**src/rtl/cs_pkg.sv**
```systemverilog
package cs_pkg;
  typedef enum logic [1:0] {
    LN_INV = 2'd0,
    LN_SHR = 2'd1,
    LN_MOD = 2'd2
  } line_st_e;
endpackage

```
**src/rtl/cs_event_dec.sv**
```systemverilog
// Turns an indexed event strobe into a one-hot per-line vector.
module cs_event_dec #(
  parameter int LINES = 8,
  localparam int IDX_W = (LINES > 1) ? $clog2(LINES) : 1
) (
  input  logic             ev_vld,
  input  logic [IDX_W-1:0] ev_idx,
  output logic [LINES-1:0] ev_vec
);
  always_comb begin
    ev_vec = '0;
    for (int i = 0; i < LINES; i++) begin
      if (ev_vld && (ev_idx == IDX_W'(i))) ev_vec[i] = 1'b1;
    end
  end
endmodule

```
**src/rtl/cs_line.sv**
```systemverilog
// One cache line: coherence state plus saturating competitive counter.
module cs_line
  import cs_pkg::*;
#(
  parameter int THRESH = 3,
  localparam int CNT_W = (THRESH > 0) ? $clog2(THRESH + 1) : 1
) (
  input  logic             clk,
  input  logic             rst_n,
  input  logic             group_mode,
  input  logic             fill,
  input  logic             acc,
  input  logic             acc_wr,
  input  logic             snp,
  input  logic             shr_seen,
  input  logic             peers_zero,
  output line_st_e         st,
  output logic [CNT_W-1:0] cnt,
  output logic             inv_ev,
  output logic             mod_ev,
  output logic             keep
);
  localparam logic [CNT_W-1:0] FULL = CNT_W'(THRESH);

  line_st_e         st_n;
  logic [CNT_W-1:0] cnt_n;
  logic [CNT_W-1:0] cnt_dec;
  logic             acc_hit;

  assign acc_hit = acc && (st != LN_INV);
  assign cnt_dec = (cnt == '0) ? '0 : cnt - CNT_W'(1);

  always_comb begin
    st_n   = st;
    cnt_n  = cnt;
    inv_ev = 1'b0;
    mod_ev = 1'b0;
    if (fill) begin
      st_n  = LN_SHR;
      cnt_n = FULL;
    end else if (acc_hit) begin
      cnt_n = FULL;
      if (acc_wr && (st == LN_SHR) && !shr_seen) begin
        st_n   = LN_MOD;
        mod_ev = 1'b1;
      end
    end else if (snp && (st == LN_SHR)) begin
      cnt_n = cnt_dec;
      if ((cnt_dec == '0) && (!group_mode || peers_zero)) begin
        st_n   = LN_INV;
        inv_ev = 1'b1;
      end
    end
  end

  assign keep = snp && (fill || (st == LN_SHR && (acc_hit || cnt > CNT_W'(1))));

  always_ff @(posedge clk) begin
    if (!rst_n) begin
      st  <= LN_INV;
      cnt <= '0;
    end else begin
      st  <= st_n;
      cnt <= cnt_n;
    end
  end

  p_fill_load_r2: assert property (@(posedge clk) disable iff (!rst_n)
    fill |=> (st == LN_SHR && cnt == FULL));
  p_snoop_dec_r3: assert property (@(posedge clk) disable iff (!rst_n)
    (snp && !fill && !acc && st == LN_SHR && cnt > CNT_W'(1))
      |=> (st == LN_SHR && cnt == $past(cnt) - CNT_W'(1)));
  p_snoop_idle_r3: assert property (@(posedge clk) disable iff (!rst_n)
    (snp && !fill && st != LN_SHR) |=> $stable(cnt));
  p_reload_r4: assert property (@(posedge clk) disable iff (!rst_n)
    (acc && !fill && st != LN_INV) |=> cnt == FULL);
  p_hold_zero_r6: assert property (@(posedge clk) disable iff (!rst_n)
    (snp && !fill && !acc && group_mode && !peers_zero && st == LN_SHR && cnt <= CNT_W'(1))
      |=> (st == LN_SHR && cnt == '0));
  p_to_mod_r7: assert property (@(posedge clk) disable iff (!rst_n)
    (acc && acc_wr && !fill && !shr_seen && st == LN_SHR) |=> st == LN_MOD);
endmodule

```
**src/rtl/cs_report.sv**
```systemverilog
// Registers the per-line drop and upgrade events into pulses with an index.
module cs_report #(
  parameter int LINES = 8,
  localparam int IDX_W = (LINES > 1) ? $clog2(LINES) : 1
) (
  input  logic             clk,
  input  logic             rst_n,
  input  logic [LINES-1:0] inv_vec,
  input  logic [LINES-1:0] mod_vec,
  output logic             inv_pulse,
  output logic [IDX_W-1:0] inv_idx,
  output logic             mod_pulse,
  output logic [IDX_W-1:0] mod_idx
);
  logic [IDX_W-1:0] inv_enc;
  logic [IDX_W-1:0] mod_enc;

  always_comb begin
    inv_enc = '0;
    mod_enc = '0;
    for (int i = 0; i < LINES; i++) begin
      if (inv_vec[i]) inv_enc = IDX_W'(i);
      if (mod_vec[i]) mod_enc = IDX_W'(i);
    end
  end

  always_ff @(posedge clk) begin
    if (!rst_n) begin
      inv_pulse <= 1'b0;
      inv_idx   <= '0;
      mod_pulse <= 1'b0;
      mod_idx   <= '0;
    end else begin
      inv_pulse <= |inv_vec;
      inv_idx   <= inv_enc;
      mod_pulse <= |mod_vec;
      mod_idx   <= mod_enc;
    end
  end

  p_one_drop_r5: assert property (@(posedge clk) disable iff (!rst_n)
    $onehot0(inv_vec));
  p_one_upgrade_r7: assert property (@(posedge clk) disable iff (!rst_n)
    $onehot0(mod_vec));
endmodule

```
**src/rtl/snoop_compete_ctr.sv**
```systemverilog
module snoop_compete_ctr
  import cs_pkg::*;
#(
  parameter int LINES  = 8,
  parameter int THRESH = 3,
  localparam int IDX_W = (LINES > 1) ? $clog2(LINES) : 1,
  localparam int CNT_W = (THRESH > 0) ? $clog2(THRESH + 1) : 1
) (
  input  logic             clk,
  input  logic             rst_n,
  input  logic             group_mode,
  input  logic             fill_vld,
  input  logic [IDX_W-1:0] fill_idx,
  input  logic             acc_vld,
  input  logic             acc_wr,
  input  logic [IDX_W-1:0] acc_idx,
  input  logic             snp_vld,
  input  logic [IDX_W-1:0] snp_idx,
  input  logic             shr_seen,
  input  logic             peers_zero,
  input  logic [IDX_W-1:0] qry_idx,
  output logic             snp_keep,
  output logic [LINES-1:0] line_valid,
  output logic [LINES-1:0] line_mod,
  output logic [CNT_W-1:0] qry_cnt,
  output logic             inv_pulse,
  output logic [IDX_W-1:0] inv_idx,
  output logic             mod_pulse,
  output logic [IDX_W-1:0] mod_idx
);
  logic [LINES-1:0] fill_vec, acc_vec, snp_vec;
  logic [LINES-1:0] inv_vec, mod_vec, keep_vec;
  logic [CNT_W-1:0] cnt_arr [LINES];
  line_st_e         st_arr  [LINES];

  cs_event_dec #(.LINES(LINES)) u_dec_fill (.ev_vld(fill_vld), .ev_idx(fill_idx), .ev_vec(fill_vec));
  cs_event_dec #(.LINES(LINES)) u_dec_acc  (.ev_vld(acc_vld),  .ev_idx(acc_idx),  .ev_vec(acc_vec));
  cs_event_dec #(.LINES(LINES)) u_dec_snp  (.ev_vld(snp_vld),  .ev_idx(snp_idx),  .ev_vec(snp_vec));

  for (genvar g = 0; g < LINES; g++) begin : g_line
    cs_line #(.THRESH(THRESH)) u_line (
      .clk        (clk),
      .rst_n      (rst_n),
      .group_mode (group_mode),
      .fill       (fill_vec[g]),
      .acc        (acc_vec[g]),
      .acc_wr     (acc_wr),
      .snp        (snp_vec[g]),
      .shr_seen   (shr_seen),
      .peers_zero (peers_zero),
      .st         (st_arr[g]),
      .cnt        (cnt_arr[g]),
      .inv_ev     (inv_vec[g]),
      .mod_ev     (mod_vec[g]),
      .keep       (keep_vec[g])
    );
    assign line_valid[g] = (st_arr[g] != LN_INV);
    assign line_mod[g]   = (st_arr[g] == LN_MOD);
  end

  assign snp_keep = |keep_vec;
  assign qry_cnt  = cnt_arr[qry_idx];

  cs_report #(.LINES(LINES)) u_report (
    .clk       (clk),
    .rst_n     (rst_n),
    .inv_vec   (inv_vec),
    .mod_vec   (mod_vec),
    .inv_pulse (inv_pulse),
    .inv_idx   (inv_idx),
    .mod_pulse (mod_pulse),
    .mod_idx   (mod_idx)
  );

  p_drop_clears_r5: assert property (@(posedge clk) disable iff (!rst_n)
    inv_pulse |-> !line_valid[inv_idx]);
  p_upgrade_sets_r7: assert property (@(posedge clk) disable iff (!rst_n)
    mod_pulse |-> line_mod[mod_idx]);
  p_keep_needs_snoop_r9: assert property (@(posedge clk) disable iff (!rst_n)
    snp_keep |-> snp_vld);
endmodule

```
**config.mk**
```make
export PLATFORM = sky130hd
export DESIGN_NAME = snoop_compete_ctr
export DESIGN_NICKNAME = d
export VERILOG_FILES = /design/src/rtl/cs_pkg.sv /design/src/rtl/cs_event_dec.sv /design/src/rtl/cs_line.sv /design/src/rtl/cs_report.sv /design/src/rtl/snoop_compete_ctr.sv
export SDC_FILE = /design/constraint.sdc
export NUM_CORES = 1
export LEC_CHECK = 0
export BUFFER_PORTS_ARGS = -buffer_cell sky130_fd_sc_hd__clkbuf_2
export CAP_MARGIN = 40
export CORE_ASPECT_RATIO = 1.75
export CORE_MARGIN = 2
export CORE_UTILIZATION = 52
export DETAILED_ROUTE_END_ITERATION = 6
export GPL_TIMING_DRIVEN = 0
export PLACE_DENSITY = 0.78
export REMOVE_ABC_BUFFERS = 1
export SKIP_LAST_GASP = 1
export SLEW_MARGIN = 20
export SYNTH_ARGS = -nofsm -noshare
export SYNTH_HDL_FRONTEND = slang
export SYNTH_SLANG_ARGS = --single-unit
```
**constraint.sdc**
```tcl
create_clock -name clk -period 3.2 [get_ports clk]
set_clock_uncertainty 0.2 [all_clocks]
set_input_delay 0.48 -clock clk [delete_from_list [all_inputs] [get_ports clk]]
set_output_delay 0.48 -clock clk [all_outputs]
set_load 0.02 [all_outputs]
```
==> Word level (Yosys, flattened, before mapping) <==
Index checks and enable logic that the tools add are counted.
{ "op_classes": {"addsub": 8, "n_mul": 0, "div": 0, "magnitude_cmp": 9, "eq_ne": 53, "shift": 0, "muxes": 169, "n_bitwise": 2, "n_reduce_logical": 185} }
{ "op_table": {"columns": ["operator", "count"], "rows": [
  ["2-bit 2-to-1 mux", 70],
  ["1-bit 2-to-1 mux", 90],
  ["1-bit logical AND", 80],
  ["3-bit AND reduction", 16],
  ["2-bit nonzero test", 24],
  ["3-bit nonzero test", 16],
  ["3-bit equality test, second input constant", 12],
  ["2-bit zero test", 16],
  ["3-bit 2-to-1 mux", 8],
  ["3-bit by 2-bit inequality test with 1-bit output, second input constant", 8],
  ["8-bit OR reduction", 3],
  ["3-bit by 2-bit equality test with 1-bit output, second input constant", 6],
  ["1-bit logical OR", 17],
  ["2-bit by 1-bit equality test with 1-bit output, second input constant", 8],
  ["2-bit equality test, second input constant", 8],
  ["2-bit by 1-bit > comparator with 1-bit output, second input constant", 8],
  ["2-bit inequality test, second input constant", 8],
  ["2-bit OR reduction", 8],
  ["2-bit by 1-bit subtractor with 2-bit output, second input constant", 8],
  ["3-bit by 1-bit equality test with 1-bit output, second input constant", 3],
  ["3-bit zero test", 3],
  ["2-bit binary-select mux with 3-bit select", 1],
  ["4-bit greater-or-equal comparator, second input constant", 1],
  ["3-bit NOT with 4-bit output", 1],
  ["other kinds (2)", 3]
]} }
{ "word_totals": {"register_bits": 40, "latchBits": 0, "ram_bits": 0, "romBits": 0, "input_bits": 21, "out_inout_bits": 27, "elab_cells": 454, "memories": 0} }

==> Logic depth before layout (Yosys ltp) <==
Gate-level depths: netlist (run 1).
{ "depth": {"depth_word": 15, "ltp_mapped": 6, "ltp_nobuf": 5} }

==> Cells and area by module <==
A second synthesis (run 1) with hierarchy kept.
{ "unflattened": {"cells_unflattened": 308, "hier_area_um2": 2732.6} }
{ "by_module_without_submodules": {"columns": ["mod", "instances", "cells_each", "area_each_um2"], "rows": [
  ["cs_line", 8, 28, 236.5],
  ["cs_report", 1, 35, 307.8],
  ["cs_event_dec", 3, 8, 96.3],
  ["snoop_compete_ctr", 1, 25, 244.0]
]} }

==> Worst setup path before layout (run 1) <==
Ideal clock, no wire load.
{ "synth_timing": {"path_kind": "input -> output", "start": "in acc_idx[2]", "end": "out snp_keep", "arrival_time_ns": 2.094, "required_ns": 2.520, "slack_ns": 0.426, "cell_stages": 5, "path_buffers": 0, "path_cell_list": "nor4b_1 o21ai_0 a211oi_1 a31oi_1 o311ai_0"} }
{ "synth_between": {"elab_chain_cells": 9} }
{ "synth_rtl": {"columns": ["element", "line", "source"], "rows": [
  ["from (decl)", "snoop_compete_ctr.sv:16", "input logic [IDX_W-1:0] acc_idx,"],
  ["3-bit by 1-bit equality test with 1-bit output (tied with other cells)", "cs_event_dec.sv:13", "if (ev_vld && (ev_idx == IDX_W'(i))) ev_vec[i] = 1'b1;"],
  ["1-bit logical AND", "cs_event_dec.sv:13", null],
  ["1-bit 2-to-1 mux", "cs_event_dec.sv:13", null],
  ["1-bit logical AND", "cs_line.sv:30", "assign acc_hit = acc && (st != LN_INV);"],
  ["1-bit logical OR", "cs_line.sv:56", "assign keep = snp && (fill || (st == LN_SHR && (acc_hit || cnt > CNT_W'(1))));"],
  ["1-bit logical AND", "cs_line.sv:56", null],
  ["1-bit logical OR", "cs_line.sv:56", null],
  ["1-bit logical AND", "cs_line.sv:56", null],
  ["8-bit OR reduction (*)", "snoop_compete_ctr.sv:61", "assign snp_keep = |keep_vec;"],
  ["to (decl)", "snoop_compete_ctr.sv:22", "output logic snp_keep,"]
]} }
Every way passes the cells marked *; elsewhere a longest branch is shown, timed or not.

==> Worst setup path in the final report (run 1) <==
Same ends and word-level chain as after synthesis.

==> reports/summary.txt, run 1 <==
Worst Path Buf+Inv = 2
drt first-iter violations = 81
max-cap viol count = 0
EDFF count, synth = 0
DR WL/cell = 17.4 µm
CTS Buf Count = 5
minimum clock period = 2.88 ns
top-count cell post-synth = dfxtp_1
Syn Inst Count = 287
xor and xnor fraction of the mapped netlist area = 0.00366
compound-cell area share of the yosys netlist = 0.227
crit path DAT = 2.20 ns
Comb pwr share = 0.133
via count = 2444
input/output buffers = 47
global-route wire length before repair = 11200 µm
worst hold slack = 0.292 ns
DP Worst Slack = 0.166 ns
DRT antenna net count = 0
Post-synth top cells = dfxtp_1, a21oi_1, nand2_1, nor2_1, nor2b_1
vias per cell = 6.35
Synth Area in Adders = 0
antenna cells = 0
initial cell density of the core = 0.543
root buf cell = clkbuf_8
share of layout cells above drive strength 1 = 0.243
final setup fails = 0
Yosys reg bits = 40
mux share of post-synthesis cell area = 0.0513
dominant cells by area after synthesis = dfxtp_1, a21oi_1, nor2b_1
Worst setup SP type = primary input
class of the worst hold path = flip-flop to flip-flop
status = finished clean
NetSw = 0.281 mW
Crit path max-delay family = compound AO/OA/AOI/OAI gates
RSZ-0062 raised after global routing = false
area share of the largest cell type after synthesis = 0.335
GR Layer Usage met2 = 0.467
Top-Level Pins = 48
# DRC = 0
total wire length = 6680 µm
Worst slew margin = 0.524
largest family of logic cells by synthesized area = simple AND/OR/NAND/NOR gates
Critical Path Fanout Max = 8
max-slew violations = 0
Die W = 55.3 µm
CP cell instances = clkbuf_2 > nor4b_2 > o21ai_0 > a211oi_1 > a31oi_1 > o311ai_0 > clkbuf_2
post-synth cell types = 58
CP endpoint kind = output pin
GRT overflow = 0
initial antenna violation count = 0
Net Sw Frac = 0.276
final hold vios = 0
clk sinks = 40
DRT Pass-1 Iters = 4
Mean Syn Cell Area = 8.33 µm²
GR peak layer = met2
CTS tree = built
Clock Tree Buf Depth = 2
Synth Warn # = 0
slowest stage cell on the critical path = nor4b_2
Nets = 354
VDD IR max = 281 µV
largest net degree at the start of global routing = 24
Setup Buffers After CTS = 0
# H-tree levels = 2
die height = 93.7 µm
Total GRT Usage = 0.276
Post-Syn Area = 2390 µm²
final worst setup slack = 0.316 ns
Reg power frac = 0.513
CP required = 2.52 ns
total negative slack = 0 ns
asr flop ratio synth = 0
clk_lat worst skew = 0.30 ns
Achievable Freq = 0.347 GHz
final RePlAce weighted congestion = 0.964
Internal = 0.738 mW
clock-pin slew on the worst setup and hold paths = 0.08 ns
floorplan core area = 4400 µm²
Site Rows = 32
GR Util met1 = 0.307
post-DP HPWL = 5140 µm
number of global-route vias before repair = 2349
sequential area share after synthesis = 0.335
Syn-to-layout area delta = 16.3%
LEAKAGE = 1.15 nW
clock group share of total power = 0.354
Slew @ Worst Pin = 0.713 ns
most used cell, CP = clkbuf_2
Synth Area in Simple Gates = 0.354
Top FF cell, synth = dfxtp_1
P per Cell Area = 366 nW/µm²
CP max stage delay = 0.40 ns
full die area = 5180 µm²
dominant cell type by area after synthesis = dfxtp_1
grt met3 use = 0.0427
CP Class = primary input to output pin
fin crit share = 0.901
==> power by group through the flow <==
stage          logic, mW  registers (mW)  clock network, mW
2_1_floorplan     0.0741           0.530                  0
3_3_place_gp       0.126           0.534                  0
3_5_place_dp       0.133           0.534                  0
4_1_cts            0.133           0.522              0.364
5_1_grt            0.149           0.524              0.388
6_report           0.135           0.523              0.360
==> layer usage <==
metal | vias up | share of wire
met1 | 1148 | 0.37
li1 | 1185 | -
met3 | 26 | 0.057
met5 | - | 0
met4 | 0 | 0.066
met2 | 85 | 0.50
==> final timing paths <==
kind	start	slack, ns	depth (start not counted)	endpoint
min	g_line[4].u_line.st[0]$_SDFFE_PN0P_	0.29	2	g_line[4].u_line.st[0]$_SDFFE_PN0P_
max reg2reg	g_line[2].u_line.st[1]$_SDFFE_PP0P_	1.07	5	g_line[2].u_line.st[0]$_SDFFE_PN0P_
max	acc_idx[2]	0.32	7	snp_keep
min reg2reg	g_line[4].u_line.st[0]$_SDFFE_PN0P_	0.29	2	g_line[4].u_line.st[0]$_SDFFE_PN0P_
==> cells by family after synthesis <==
kind of cell / Yosys count
buffers and inverters: 16
multiplexers: 7
flip-flops: 40
XOR/XNOR: 1
AO/OA/AOI/OAI: 87
AND/OR/NAND/NOR: 136
==> worst register-to-register path, cell delays in order, from the launching register on <==
cell	delay [ns]
dfxtp_1	0.35
or4b_4	0.56
nor4_1	0.48
mux2i_1	0.16
a21oi_1	0.21
nor2_1	0.06
==> per-stage QoR <==
stage / power (mW) / utilization / std cells / cell area [µm²]
4_1_cts: 1.02 / 0.630 / 385 / 2770
6_report: 1.02 / 0.631 / 385 / 2780
3_5_place_dp: 0.667 / 0.608 / 377 / 2680
3_3_place_gp: 0.659 / 0.600 / 375 / 2640
2_1_floorplan: 0.604 / - / 277 / 2340
5_1_grt: 1.06 / 0.631 / 385 / 2780
==> state kept, by name, indices dropped and copies added, names as in the netlist <==
signal	count
g_line.u_line.cnt	16
g_line.u_line.st	16
u_report.inv_idx	3
u_report.inv_pulse	1
u_report.mod_idx	3
u_report.mod_pulse	1
==> repair_timing <==
action | in CTS | in global routing
hold endpoints to repair | 0 | 0
gates resized for setup | 0 | 1
endpoints found under the setup margin | 0 | 1
hold buffers | 0 | 0
==> final cells by class <==
class | instances | area, µm²
well taps | 51 | 63.8
clock inverters | 2 | 15.0
fillers | 440 | 1620
multi-input cells | 231 | 1530
repair buffers | 49 | 270
flip-flops and latches | 40 | 801
clock buffers | 6 | 82.6
inverters | 6 | 22.5
==> layout by cell type (no fill, tap or decap), drive strengths merged, types with 7 or more instances in the layout <==
cell    Yosys  layout
clkbuf      8      53
a31oi      12      12
nand4       7       7
o21ai      15      15
nand2      24      24
nor2       17      17
or2        10      10
dfxtp      40      40
nor2b      18      18
a21oi      33      33
(Power assumes the default switching activity.)
==> run 2: changes to the inputs <==
Clock period 3.2 ns to 3.68 ns, I/O delays scaled along.
==> reports/summary.txt, run 2 (synthesis gave the netlist of run 1 again) <==
final setup fails = 0
final hold vios = 0
class of the worst hold path = flip-flop to flip-flop
clk sinks = 40
Site Rows = 32
P per Cell Area = 320 nW/µm²
total wire length = 6690 µm
max-slew violations = 0
clk_lat worst skew = 0.30 ns
CP required = 2.93 ns
CP Class = primary input to output pin
commonest non-fill, non-tap cell in the layout = clkbuf_2
minimum clock period = 3.23 ns
Fill cells = 439
CP max stage delay = 0.55 ns
max-cap viol count = 0
Achievable Freq = 0.310 GHz
area of placed instances = 2680 µm²
largest net degree at the start of global routing = 24
Crit path max-delay family = compound AO/OA/AOI/OAI gates
Top-Level Pins = 48
# H-tree levels = 2
VDD IR max = 244 µV
slowest stage cell on the critical path = nor4b_1
DRT antenna net count = 0
GRT overflow = 0
crit path DAT = 2.47 ns
DRT Pass-1 Iters = 4
Clock Tree Buf Depth = 2
total negative slack = 0 ns
RSZ-0062 raised after global routing = false
CTS tree = built
fin crit share = 0.877
full die area = 5180 µm²
post-CTS resize count = 0
commonest non-fill, non-tap cells in the layout = clkbuf_2, dfxtp_1, a21oi_1
Worst Path Buf+Inv = 2
antenna cells = 0
worst hold slack = 0.293 ns
clock-pin slew on the worst setup and hold paths = 0.08 ns
Die W = 55.3 µm
DR WL/cell = 17.4 µm
post-DP HPWL = 5140 µm
design area = 2770 µm²
Slew @ Worst Pin = 0.658 ns
status = finished clean
Worst slew margin = 0.560
Register Area = 801 µm²
initial cell density of the core = 0.543
input/output buffers = 47
CP endpoint kind = output pin
final worst setup slack = 0.454 ns
share of layout cells above drive strength 1 = 0.240
Setup Buffers After CTS = 0
initial antenna violation count = 0
DP Worst Slack = 0.502 ns
CP cell instances = clkbuf_2 > nor4b_1 > o21ai_0 > a211oi_1 > a31oi_1 > o311ai_0 > clkbuf_2
hold_buf cts = 0
Critical Path Fanout Max = 8
floorplan core area = 4400 µm²
most used cell, CP = clkbuf_2
root buf cell = clkbuf_8
global-route wire length before repair = 11200 µm
die height = 93.7 µm
Worst setup SP type = primary input
final RePlAce weighted congestion = 0.964
Syn-to-layout area delta = 16.0%
vias per cell = 6.39
drt first-iter violations = 103
# DRC = 0
Design Power = 0.888 mW
via count = 2462
largest registers = g_line.u_line.cnt x16, g_line.u_line.st x16
R2R setup slack = 1.57 ns
CTS Buf Count = 5
Nets = 354
LEAKAGE = 1.15 nW
Total GRT Usage = 0.276
area of the multi-input gates = 1520 µm²
number of global-route vias before repair = 2349
## run 2: metal layers
metal | track usage | vias to the layer above | share of wire
li1 | - | 1181 | -
met1 | 0.307 | 1171 | 0.37
met2 | 0.467 | 86 | 0.50
met3 | 0.0427 | 24 | 0.060
met4 | 0.203 | 0 | 0.063
met5 | 0 | - | 0
## run 2: area by class of cell
type,instances,share of cell area
multi-input cells,231,0.548
flip-flops and latches,40,0.289
repair buffers,49,0.0974
clock buffers,6,0.0298
well taps,51,0.0230
inverters,6,0.00812
clock inverters,2,0.00541
## run 2: path summary, 6_finish.rpt
kind | from | endpoint | cells after the start
setup / recovery | acc_idx[2] | snp_keep | 7
hold / removal | g_line[4].u_line.st[0]$_SDFFE_PN0P_ | g_line[4].u_line.st[0]$_SDFFE_PN0P_ | 2
setup reg to reg | g_line[2].u_line.st[1]$_SDFFE_PP0P_ | g_line[2].u_line.st[0]$_SDFFE_PN0P_ | 5
hold reg to reg | g_line[4].u_line.st[0]$_SDFFE_PN0P_ | g_line[4].u_line.st[0]$_SDFFE_PN0P_ | 2
## run 2: worst reg2reg max path: stages (launching register included)
cell and delay (ns):
dfxtp_1 0.35, or4b_4 0.56, nor4_1 0.47, mux2i_1 0.16, a21oi_1 0.21, nor2_1 0.06
## run 2: through the flow
| stage | util | std cells |
|---|---|---|
| after floorplan | - | 277 |
| after global placement | 0.600 | 375 |
| after detailed placement | 0.608 | 377 |
| after CTS | 0.630 | 385 |
| after global routing | 0.630 | 385 |
| final | 0.630 | 385 |
## run 2: power breakdown
group	internal [mW]	switching (mW)
Sequential	0.443	0.0115
Clock	0.152	0.165
Combinational	0.0467	0.0702
==> run 3: changes to the inputs <==
Settings changed: CELL_PAD_IN_SITES_DETAIL_PLACEMENT set to 1, CELL_PAD_IN_SITES_GLOBAL_PLACEMENT set to 2, CORE_UTILIZATION 52 to 35, PLACE_DENSITY 0.78 to 0.87.
==> reports/summary.txt, run 3 (synthesis gave the netlist of run 1 again) <==
status = finished clean
Worst setup SP type = primary input
most used cell, CP = clkbuf_2
DRT antenna net count = 0
clk_lat worst skew = 0.29 ns
CP cell instances = clkbuf_2 > nor4b_1 > o21ai_0 > a211oi_1 > a31oi_1 > o311ai_0 > clkbuf_2
worst hold stages = 2
non-filler cells in the finished layout = 416
VDD IR max = 145 µV
final setup fails = 0
dpl cells = 408
Fill cells = 839
P per Cell Area = 349 nW/µm²
CP max stage delay = 0.60 ns
Total GRT Usage = 0.224
Reg power frac = 0.457
clock group share of total power = 0.419
crit path DAT = 2.47 ns
Slew @ Worst Pin = 0.677 ns
Critical Path Fanout Max = 8
max-slew violations = 0
hold_buf cts = 0
Reg2Reg Launch Point = g_line[7].u_line.st[0]$_SDFFE_PN0P_
# H-tree levels = 2
# DRC = 0
CP Class = primary input to output pin
clock-pin slew on the worst setup and hold paths = 0.05 ns
input/output buffers = 47
class of the worst hold path = flip-flop to flip-flop
LEAKAGE = 1.18 nW
worst reg-to-reg path cell count = 5
NetSw = 0.258 mW
commonest non-fill, non-tap cells in the layout = clkbuf_2, dfxtp_1, a21oi_1
antenna cells = 0
R2R setup slack = 1.57 ns
fin crit share = 0.875
clk sinks = 40
Die W = 66.5 µm
CP required = 2.93 ns
Syn-to-layout area delta = 19.5%
initial antenna violation count = 0
floorplan core area = 6590 µm²
commonest non-fill, non-tap cell in the layout = clkbuf_2
CTS Buf Count = 5
die height = 113 µm
Hold EP = g_line[7].u_line.st[0]$_SDFFE_PN0P_
Clock Tree Buf Depth = 2
final hold vios = 0
Setup Buffers After CTS = 0
drt first-iter violations = 148
vias per cell = 5.94
DRT Pass-1 Iters = 4
CP endpoint kind = output pin
minimum clock period = 3.22 ns
Top-Level Pins = 48
total negative slack = 0 ns
largest net degree at the start of global routing = 24
Net Sw Frac = 0.259
initial cell density of the core = 0.363
Final Core Density = 0.434
final RePlAce weighted congestion = 0.855
via count = 2472
GRT overflow = 0
CTS tree = built
Achievable Freq = 0.311 GHz
global-route wire length before repair = 12600 µm
Register Area = 801 µm²
Site Rows = 39
largest registers = g_line.u_line.cnt x16, g_line.u_line.st x16
share of layout cells above drive strength 1 = 0.237
post-DP HPWL = 6180 µm
Worst slew margin = 0.544
Comb pwr share = 0.123
slowest stage cell on the critical path = nor4b_1
RSZ-0062 raised after global routing = false
Critical R2R Capture = u_report.inv_pulse$_SDFF_PN0_
total wire length = 7970 µm
hold path startpoint = g_line[7].u_line.st[0]$_SDFFE_PN0P_
Internal = 0.737 mW
DR WL/cell = 19.2 µm
number of global-route vias before repair = 2480
post-CTS resize count = 0
max-cap viol count = 0
root buf cell = clkbuf_16
Nets = 355
full die area = 7530 µm²
area of the multi-input gates = 1520 µm²
-- run 3: cell count changes in the layout (fill, tap and decap cells not counted), sizes merged --
cell,previous run,this run
buf,2,3
clkinv,1,2
clkinvlp,2,0
-- run 3: per-layer routing --
metal | vias to the layer above | global-route usage | routed length [µm]
met5 | - | 0 | 0
met4 | 0 | 0.125 | 326
met3 | 22 | 0.0378 | 302
met2 | 68 | 0.398 | 4230
met1 | 1191 | 0.242 | 3110
li1 | 1191 | - | -
-- run 3: layout make-up --
type                       instances  share of cell area
clock buffer                       6              0.0451
clock inverter                     1             0.00175
inverter                           6             0.00788
multi-input combinational        231               0.532
sequential                        40               0.280
tap                               82              0.0359
timing repair buffer              50              0.0972
-- run 3: through the flow --
step	hold slack, ns	setup WS [ns]	instance area (µm²)	power, mW
2_1_floorplan	0.253	0.773	2340	0.525
3_5_place_dp	0.286	0.442	2720	0.586
3_3_place_gp	0.268	0.429	2680	0.578
6_report	0.293	0.462	2860	0.996
4_1_cts	0.296	0.415	2850	1.00
5_1_grt	0.307	0.295	2860	1.03
-- run 3: power by group through the flow --
| stage | Combinational [mW] | Sequential (mW) | Clock [mW] |
|---|---|---|---|
| after global placement | 0.114 | 0.464 | 0 |
| after global routing | 0.132 | 0.457 | 0.439 |
| final | 0.123 | 0.455 | 0.418 |
| after floorplan | 0.0644 | 0.461 | 0 |
| after CTS | 0.122 | 0.455 | 0.427 |
| after detailed placement | 0.121 | 0.465 | 0 |
-- run 3: worst max path at each step --
stage | start | to | slack, ns
6_report | acc_idx[2] | snp_keep | 0.46
5_1_grt | acc_idx[2] | snp_keep | 0.30
4_1_cts | acc_idx[2] | snp_keep | 0.41
3_5_place_dp | acc_idx[2] | snp_keep | 0.44
3_3_place_gp | acc_idx[2] | snp_keep | 0.43
2_1_floorplan | acc_idx[2] | snp_keep | 0.77
-- run 3: critical path: cells and delay by family --
family,cells,cell delay (ns)
simple gates,1,0.60
buf+inv,2,0.40
compound gates,4,0.90
